`config.mk`:
```
export PLATFORM = sky130hd
export DESIGN_NAME = hw_event_irq_hub
export DESIGN_NICKNAME = d
export VERILOG_FILES = /design/src/rtl/evtirq_pkg.sv /design/src/rtl/evtirq_link_group.sv /design/src/rtl/evtirq_ecc_group.sv /design/src/rtl/evtirq_err_counter.sv /design/src/rtl/hw_event_irq_hub.sv
export SDC_FILE = /design/constraint.sdc
export NUM_CORES = 1
export LEC_CHECK = 0
export CAP_MARGIN = 20
export CORE_MARGIN = 4
export CORE_UTILIZATION = 59
export CTS_CLUSTER_SIZE = 10
export DETAILED_ROUTE_END_ITERATION = 12
export GPL_ROUTABILITY_DRIVEN = 0
export PLACE_DENSITY = 0.86
export SYNTH_ARGS = -nofsm -noshare
export SYNTH_HDL_FRONTEND = slang
export SYNTH_SLANG_ARGS = --single-unit
export TNS_END_PERCENT = 1
```
`constraint.sdc`:
```
create_clock -name clk -period 5.75 [get_ports clk]
set_input_delay 0.575 -clock clk [delete_from_list [all_inputs] [get_ports clk]]
set_output_delay 0.575 -clock clk [all_outputs]
set_load 0.01 [all_outputs]
```
`src/rtl/evtirq_pkg.sv`:
```
package evtirq_pkg;

  localparam int DATA_W      = 32;
  localparam int LINK_EVTS   = 3;
  localparam int LINK_EN_LSB = 16;

  // Register byte offsets (fixed by the software view of the block)
  localparam int OFF_SEC_CNT = 'h020;
  localparam int OFF_DED_CNT = 'h024;
  localparam int OFF_SEC_ST  = 'h028;
  localparam int OFF_SEC_MSK = 'h02C;
  localparam int OFF_DED_ST  = 'h030;
  localparam int OFF_DED_MSK = 'h034;
  localparam int OFF_LINK    = 'h14C;

  typedef enum logic [2:0] {
    RS_NONE,
    RS_SEC_CNT,
    RS_DED_CNT,
    RS_SEC_ST,
    RS_SEC_MSK,
    RS_DED_ST,
    RS_DED_MSK,
    RS_LINK
  } reg_sel_e;

endpackage

```
`src/rtl/evtirq_link_group.sv`:
```
module evtirq_link_group #(
  parameter int N = 3
) (
  input  logic         clk,
  input  logic         rst_n,
  input  logic [N-1:0] evt_i,
  input  logic         wr_i,
  input  logic [N-1:0] clr_i,
  input  logic [N-1:0] en_wdata_i,
  output logic [N-1:0] st_o,
  output logic [N-1:0] en_o,
  output logic         req_o
);

  logic [N-1:0] st_q, st_d;
  logic [N-1:0] en_q, en_d;
  logic [N-1:0] clr_mask;

  always_comb begin
    clr_mask = wr_i ? clr_i : '0;
    // a fresh event outranks a clear in the same cycle
    st_d     = (st_q & ~clr_mask) | evt_i;
    en_d     = wr_i ? en_wdata_i : en_q;
  end

  always_ff @(posedge clk or negedge rst_n) begin
    if (!rst_n) begin
      st_q <= '0;
      en_q <= '0;
    end else begin
      st_q <= st_d;
      if (wr_i) en_q <= en_d;
    end
  end

  assign st_o  = st_q;
  assign en_o  = en_q;
  assign req_o = |(st_q & en_q);

endmodule

```
`src/rtl/evtirq_ecc_group.sv`:
```
module evtirq_ecc_group #(
  parameter int LANES = 16
) (
  input  logic             clk,
  input  logic             rst_n,
  input  logic [LANES-1:0] evt_i,
  input  logic             st_wr_i,
  input  logic             msk_wr_i,
  input  logic [LANES-1:0] wdata_i,
  output logic [LANES-1:0] st_o,
  output logic [LANES-1:0] msk_o,
  output logic             req_o
);

  logic [LANES-1:0] st_q, st_d;
  logic [LANES-1:0] msk_q, msk_d;

  always_comb begin
    st_d  = (st_q & ~(st_wr_i ? wdata_i : '0)) | evt_i;
    msk_d = msk_wr_i ? wdata_i : msk_q;
  end

  always_ff @(posedge clk or negedge rst_n) begin
    if (!rst_n) begin
      st_q  <= '0;
      msk_q <= '1;
    end else begin
      st_q <= st_d;
      if (msk_wr_i) msk_q <= msk_d;
    end
  end

  assign st_o  = st_q;
  assign msk_o = msk_q;
  // mask bit high blocks the lane
  assign req_o = |(st_q & ~msk_q);

endmodule

```
`src/rtl/evtirq_err_counter.sv`:
```
module evtirq_err_counter #(
  parameter int LANES = 16,
  parameter int CNT_W = 16
) (
  input  logic             clk,
  input  logic             rst_n,
  input  logic [LANES-1:0] evt_i,
  input  logic             clr_i,
  output logic [CNT_W-1:0] cnt_o
);

  localparam int INC_W = $clog2(LANES + 1);
  localparam int SUM_W = ((CNT_W > INC_W) ? CNT_W : INC_W) + 1;
  localparam logic [CNT_W-1:0] CNT_MAX = '1;

  logic [CNT_W-1:0] cnt_q, cnt_d, base;
  logic [INC_W-1:0] inc;
  logic [SUM_W-1:0] sum;
  logic             cnt_en;

  always_comb begin
    inc    = INC_W'($countones(evt_i));
    base   = clr_i ? '0 : cnt_q;
    sum    = SUM_W'(base) + SUM_W'(inc);
    cnt_d  = (sum > SUM_W'(CNT_MAX)) ? CNT_MAX : sum[CNT_W-1:0];
    cnt_en = clr_i | (|evt_i);
  end

  always_ff @(posedge clk or negedge rst_n) begin
    if (!rst_n) cnt_q <= '0;
    else if (cnt_en) cnt_q <= cnt_d;
  end

  assign cnt_o = cnt_q;

endmodule

```
`src/rtl/hw_event_irq_hub.sv`:
```
module hw_event_irq_hub
  import evtirq_pkg::*;
#(
  parameter int ADDR_W   = 12,
  parameter int CNT_W    = 16,
  parameter int NUM_BUFS = 4,
  parameter int FIELD_W  = 4
) (
  input  logic                        clk,
  input  logic                        rst_n,
  input  logic                        bus_sel_i,
  input  logic                        bus_wr_i,
  input  logic [ADDR_W-1:0]           bus_addr_i,
  input  logic [31:0]                 bus_wdata_i,
  output logic [31:0]                 bus_rdata_o,
  input  logic [2:0]                  link_evt_i,
  input  logic [NUM_BUFS*FIELD_W-1:0] sec_evt_i,
  input  logic [NUM_BUFS*FIELD_W-1:0] ded_evt_i,
  output logic                        irq_o
);

  localparam int LANES = NUM_BUFS * FIELD_W;
  localparam int NGRP  = 2;

  reg_sel_e    sel_d;
  logic        bus_we;
  logic [31:0] rd_d;

  logic [LANES-1:0] grp_evt [NGRP];
  logic [LANES-1:0] grp_st  [NGRP];
  logic [LANES-1:0] grp_msk [NGRP];
  logic [CNT_W-1:0] grp_cnt [NGRP];
  logic [NGRP-1:0]  grp_req, grp_st_wr, grp_msk_wr, grp_cnt_clr;

  logic [LINK_EVTS-1:0] link_st, link_en;
  logic                 link_req, link_wr;
  logic [LANES-1:0]     sec_st, sec_msk, ded_st, ded_msk;
  logic [CNT_W-1:0]     sec_cnt, ded_cnt;

  // address decode
  always_comb begin
    if      (bus_addr_i == ADDR_W'(OFF_SEC_CNT)) sel_d = RS_SEC_CNT;
    else if (bus_addr_i == ADDR_W'(OFF_DED_CNT)) sel_d = RS_DED_CNT;
    else if (bus_addr_i == ADDR_W'(OFF_SEC_ST))  sel_d = RS_SEC_ST;
    else if (bus_addr_i == ADDR_W'(OFF_SEC_MSK)) sel_d = RS_SEC_MSK;
    else if (bus_addr_i == ADDR_W'(OFF_DED_ST))  sel_d = RS_DED_ST;
    else if (bus_addr_i == ADDR_W'(OFF_DED_MSK)) sel_d = RS_DED_MSK;
    else if (bus_addr_i == ADDR_W'(OFF_LINK))    sel_d = RS_LINK;
    else                                         sel_d = RS_NONE;
  end

  assign bus_we  = bus_sel_i & bus_wr_i;
  assign link_wr = bus_we & (sel_d == RS_LINK);

  evtirq_link_group #(.N(LINK_EVTS)) u_link (
    .clk        (clk),
    .rst_n      (rst_n),
    .evt_i      (link_evt_i),
    .wr_i       (link_wr),
    .clr_i      (bus_wdata_i[LINK_EVTS-1:0]),
    .en_wdata_i (bus_wdata_i[LINK_EN_LSB +: LINK_EVTS]),
    .st_o       (link_st),
    .en_o       (link_en),
    .req_o      (link_req)
  );

  // group 0: single-bit errors, group 1: double-bit errors
  for (genvar g = 0; g < NGRP; g++) begin : g_err
    localparam reg_sel_e SEL_ST  = (g == 0) ? RS_SEC_ST  : RS_DED_ST;
    localparam reg_sel_e SEL_MSK = (g == 0) ? RS_SEC_MSK : RS_DED_MSK;
    localparam reg_sel_e SEL_CNT = (g == 0) ? RS_SEC_CNT : RS_DED_CNT;

    assign grp_evt[g]     = (g == 0) ? sec_evt_i : ded_evt_i;
    assign grp_st_wr[g]   = bus_we & (sel_d == SEL_ST);
    assign grp_msk_wr[g]  = bus_we & (sel_d == SEL_MSK);
    assign grp_cnt_clr[g] = bus_we & (sel_d == SEL_CNT) & (bus_wdata_i == '0);

    evtirq_ecc_group #(.LANES(LANES)) u_grp (
      .clk      (clk),
      .rst_n    (rst_n),
      .evt_i    (grp_evt[g]),
      .st_wr_i  (grp_st_wr[g]),
      .msk_wr_i (grp_msk_wr[g]),
      .wdata_i  (bus_wdata_i[LANES-1:0]),
      .st_o     (grp_st[g]),
      .msk_o    (grp_msk[g]),
      .req_o    (grp_req[g])
    );

    evtirq_err_counter #(.LANES(LANES), .CNT_W(CNT_W)) u_cnt (
      .clk   (clk),
      .rst_n (rst_n),
      .evt_i (grp_evt[g]),
      .clr_i (grp_cnt_clr[g]),
      .cnt_o (grp_cnt[g])
    );
  end

  assign sec_st  = grp_st[0];
  assign sec_msk = grp_msk[0];
  assign sec_cnt = grp_cnt[0];
  assign ded_st  = grp_st[1];
  assign ded_msk = grp_msk[1];
  assign ded_cnt = grp_cnt[1];

  // read mux
  always_comb begin
    rd_d = '0;
    case (sel_d)
      RS_SEC_CNT: rd_d = 32'(sec_cnt);
      RS_DED_CNT: rd_d = 32'(ded_cnt);
      RS_SEC_ST:  rd_d = 32'(sec_st);
      RS_SEC_MSK: rd_d = 32'(sec_msk);
      RS_DED_ST:  rd_d = 32'(ded_st);
      RS_DED_MSK: rd_d = 32'(ded_msk);
      RS_LINK: begin
        rd_d[LINK_EVTS-1:0]               = link_st;
        rd_d[LINK_EN_LSB +: LINK_EVTS]    = link_en;
      end
      default:    rd_d = '0;
    endcase
  end

  assign bus_rdata_o = (bus_sel_i & ~bus_wr_i) ? rd_d : '0;
  assign irq_o       = link_req | (|grp_req);

endmodule

```
==> metrics <==
largest net degree at the start of global routing 62; Max-slew headroom 26.4%; CP max stage cell fa_2; final max-slew violation count 0; Crit Reg-Reg Endpoint g_err[0].u_cnt.cnt_o[5]; ys async rst share 100%; cell count after synthesis 746; Post-synth EDFFs 0; most common flop cell mapped by yosys dfrtp_1; total number of vias 6642; Sink Count 102; Post-Synthesis Cell Area 7420 sq um; port bufs 102; commonest non-fill, non-tap cells in the layout 106 x inv_1, 98 x clkdlybuf4s50_1, 70 x dfrtp_1, 52 x ha_1, 49 x nand2_1; # hold bufs at CTS 0; Yosys Warn Count 0; Setup crit start ded_evt_i[1]; CP max FO 5; WL per Instance 21.9 um; Clock transition at path regs 0.07 ns; GR Util All Layers 32.0%; Hold Violations, Final 0; crit path time final 5.60 ns; total congestion overflow 0; width of the die 120 um; post-synthesis sequential area ratio 34.9%; number of global-route vias before repair 6885; LEAKAGE 4.11 nW; RSZ-0062 raised after global routing yes; vias per std cell 6.34; # rows 40; hpwl dp 17900 um; chip height 120 um; CP Launch Type input port; Worst Path Arrival 5.83 ns; I/O pin total 116; worst skew pair latency 0.35 ns; # setup viols final 0; WHS 0.195 ns; crit path kind input port to flip-flop; Detail Route met2 WL 11400 um; cell mode on critical path inv_1; post-synthesis register bit count 102; FF-to-FF setup slack 3.22 ns; Critical Path End Type flip-flop; Max Clk Rate 179 MHz; die area 14400 sq um; MaxCap Viol Count 0; Worst Path Required 5.98 ns; CTS Buf Count 9; Period Utilization, post-route 97.3%; Util after Layout 75.2%; root buf cell clkbuf_16; H-tree levels 3; drt pass-1 iters 8; DR WL met3 2020 um; Net count, final 1033; CTS tree yes; layout cells sized above 1 16.6%; starting density of the core 61.0%; clock skew 0.00644 ns; Remaining DRCs 0; clk buf depth 2; most common cell after layout, fill and taps aside inv_1; n_diodes 0; Post-Route M1 WL 8390 um; Antenna Nets Post-Route 0; Starting DRT DRC Count 698; PwrDens 390 nW/um^2; VDD IR-drop max 0.596 mV; Post-Syn Area per Cell 9.95 sq um; total wire length 23000 um; Tightest Pin Transition 1.10 ns; Filler cells 847; initial antenna violation count 0; HP Class input port to asynchronous set/reset pin; core area 12200 sq um; status completed; Worst path max stage delay 0.55 ns; R2R depth 10; Reg-to-Reg Start g_err[0].u_cnt.cnt_o[0]; worst-path cell chain clkdlybuf4s50_1, inv_1, ha_1, inv_1, fa_1, inv_1, fa_2, inv_1, fa_1, fa_1, inv_1, ha_1, fa_1, xor2_1, ha_1, o21a_1, o31a_1, o211ai_1, buf_4, and4_1, nor3_1; highest metal used met4; Worst setup endpoint g_err[1].u_cnt.cnt_o[10]; first-pass GRT wire length 36100 um; area grow syn2layout 23.2%; count of cell types in the netlist 71
per-stage QoR:
step	instance area (sq um)	total power, mW	worst slack [ns]	cells	TNS, ns
floorplan	7470	2.18	0.474	758	0
global placement	8730	2.67	-0.0710	1026	-0.489
detailed placement	8740	2.81	-0.207	1027	-4.64
CTS	9040	3.43	0.141	1043	0
global route	9140	3.82	-0.0478	1047	-0.179
finish	9140	3.57	0.154	1047	0
power breakdown:
part / internal, mW / total, mW / switching (mW) / leakage (nW)
registers: 0.820 / 0.930 / 0.110 / 1.08
logic: 0.968 / 2.01 / 1.05 / 2.88
clock network: 0.342 / 0.623 / 0.281 / 0.145
repair_timing:
item                       in CTS  in global routing
setup endpoints to repair       0                 25
buffers inserted                0                  2
gates resized for setup         0                 19
how the worst min path moves through the flow:
| stage | slack (ns) | end | cells after the start |
|---|---|---|---|
| finish | 0.19 | g_err[0].u_grp.st_o[2] | 1 |
| global route | 0.24 | g_err[0].u_grp.st_o[2] | 1 |
| CTS | 0.22 | g_err[0].u_grp.st_o[2] | 1 |
| detailed placement | 0.48 | g_err[0].u_grp.st_o[15] | 1 |
| global placement | 0.49 | g_err[0].u_grp.st_o[15] | 1 |
| floorplan | 0.28 | g_err[0].u_cnt.cnt_o[0] | 0 |
critical path: cells and delay by family:
kind            cells  cell delay [ns]
compound gates      3             0.65
xor+xnor            1             0.18
fa+ha+maj           8             3.21
buf+inv             7             0.96
simple gates        2             0.25
metal layers:
metal / vias to the layer above / global-route usage (%)
li1: 2924 / -
met1: 3253 / 40.0
met2: 381 / 54.0
met3: 84 / 5.33
met4: 0 / 15.3
met5: - / 0
cell type report:
class                           count  area, sq um  share of cell area [%]
Multi-Input combinational cell    517         4330                    47.3
Sequential cell                   102         2590                    28.4
Timing Repair Buffer              138         1310                    14.4
Inverter                          106          398                    4.35
Clock buffer                       10          229                    2.51
Tap cell                          168          210                    2.30
Clock inverter                      6         71.3                   0.780
flip-flops by register name, indices dropped and copies added (netlist names):
signal / count
g_err.u_cnt.cnt_o: 32
g_err.u_grp.st_o: 32
g_err.u_grp.msk_o: 32
u_link.st_o: 3
u_link.en_o: 3
kinds of logic after synthesis:
kind of cell / count (synthesis) / synth area share [%]
compound gates: 195 / 19.4
xor+xnor: 5 / 0.590
fa+ha+maj: 76 / 15.2
buf+inv: 139 / 8.03
flops: 102 / 34.9
mux: 37 / 5.48
other cells: 1 / 0.0505
simple gates: 191 / 16.3
synthesized netlist by cell type (all sizes together), types with 4 or more instances:
master / count / share of area, %
a22o: 12 / 1.4
a21oi: 32 / 2.2
and3: 15 / 1.3
o21a: 4 / 0.40
a21o: 43 / 4.4
nand2b: 12 / 1.0
nor2: 21 / 1.1
o22ai: 7 / 0.59
a211oi: 10 / 1.0
nand3: 4 / 0.34
dfrtp: 70 / 24
nor3: 20 / 1.6
nand2: 50 / 2.6
nand4: 10 / 0.93
o2111ai: 4 / 0.47
nor4: 13 / 2.4
mux2: 29 / 4.4
o21ai: 17 / 1.3
a222oi: 15 / 2.0
fa: 24 / 6.5
o2111a: 4 / 0.61
and4: 8 / 0.94
buf: 25 / 2.3
or2: 5 / 0.42
ha: 52 / 8.8
mux2i: 8 / 1.1
a31oi: 8 / 0.67
o22a: 10 / 1.2
dfstp: 32 / 11
a22oi: 12 / 1.2
clkbuf: 8 / 0.40
inv: 106 / 5.4
nor2b: 16 / 1.3
Power figures use the tool's default switching activity.
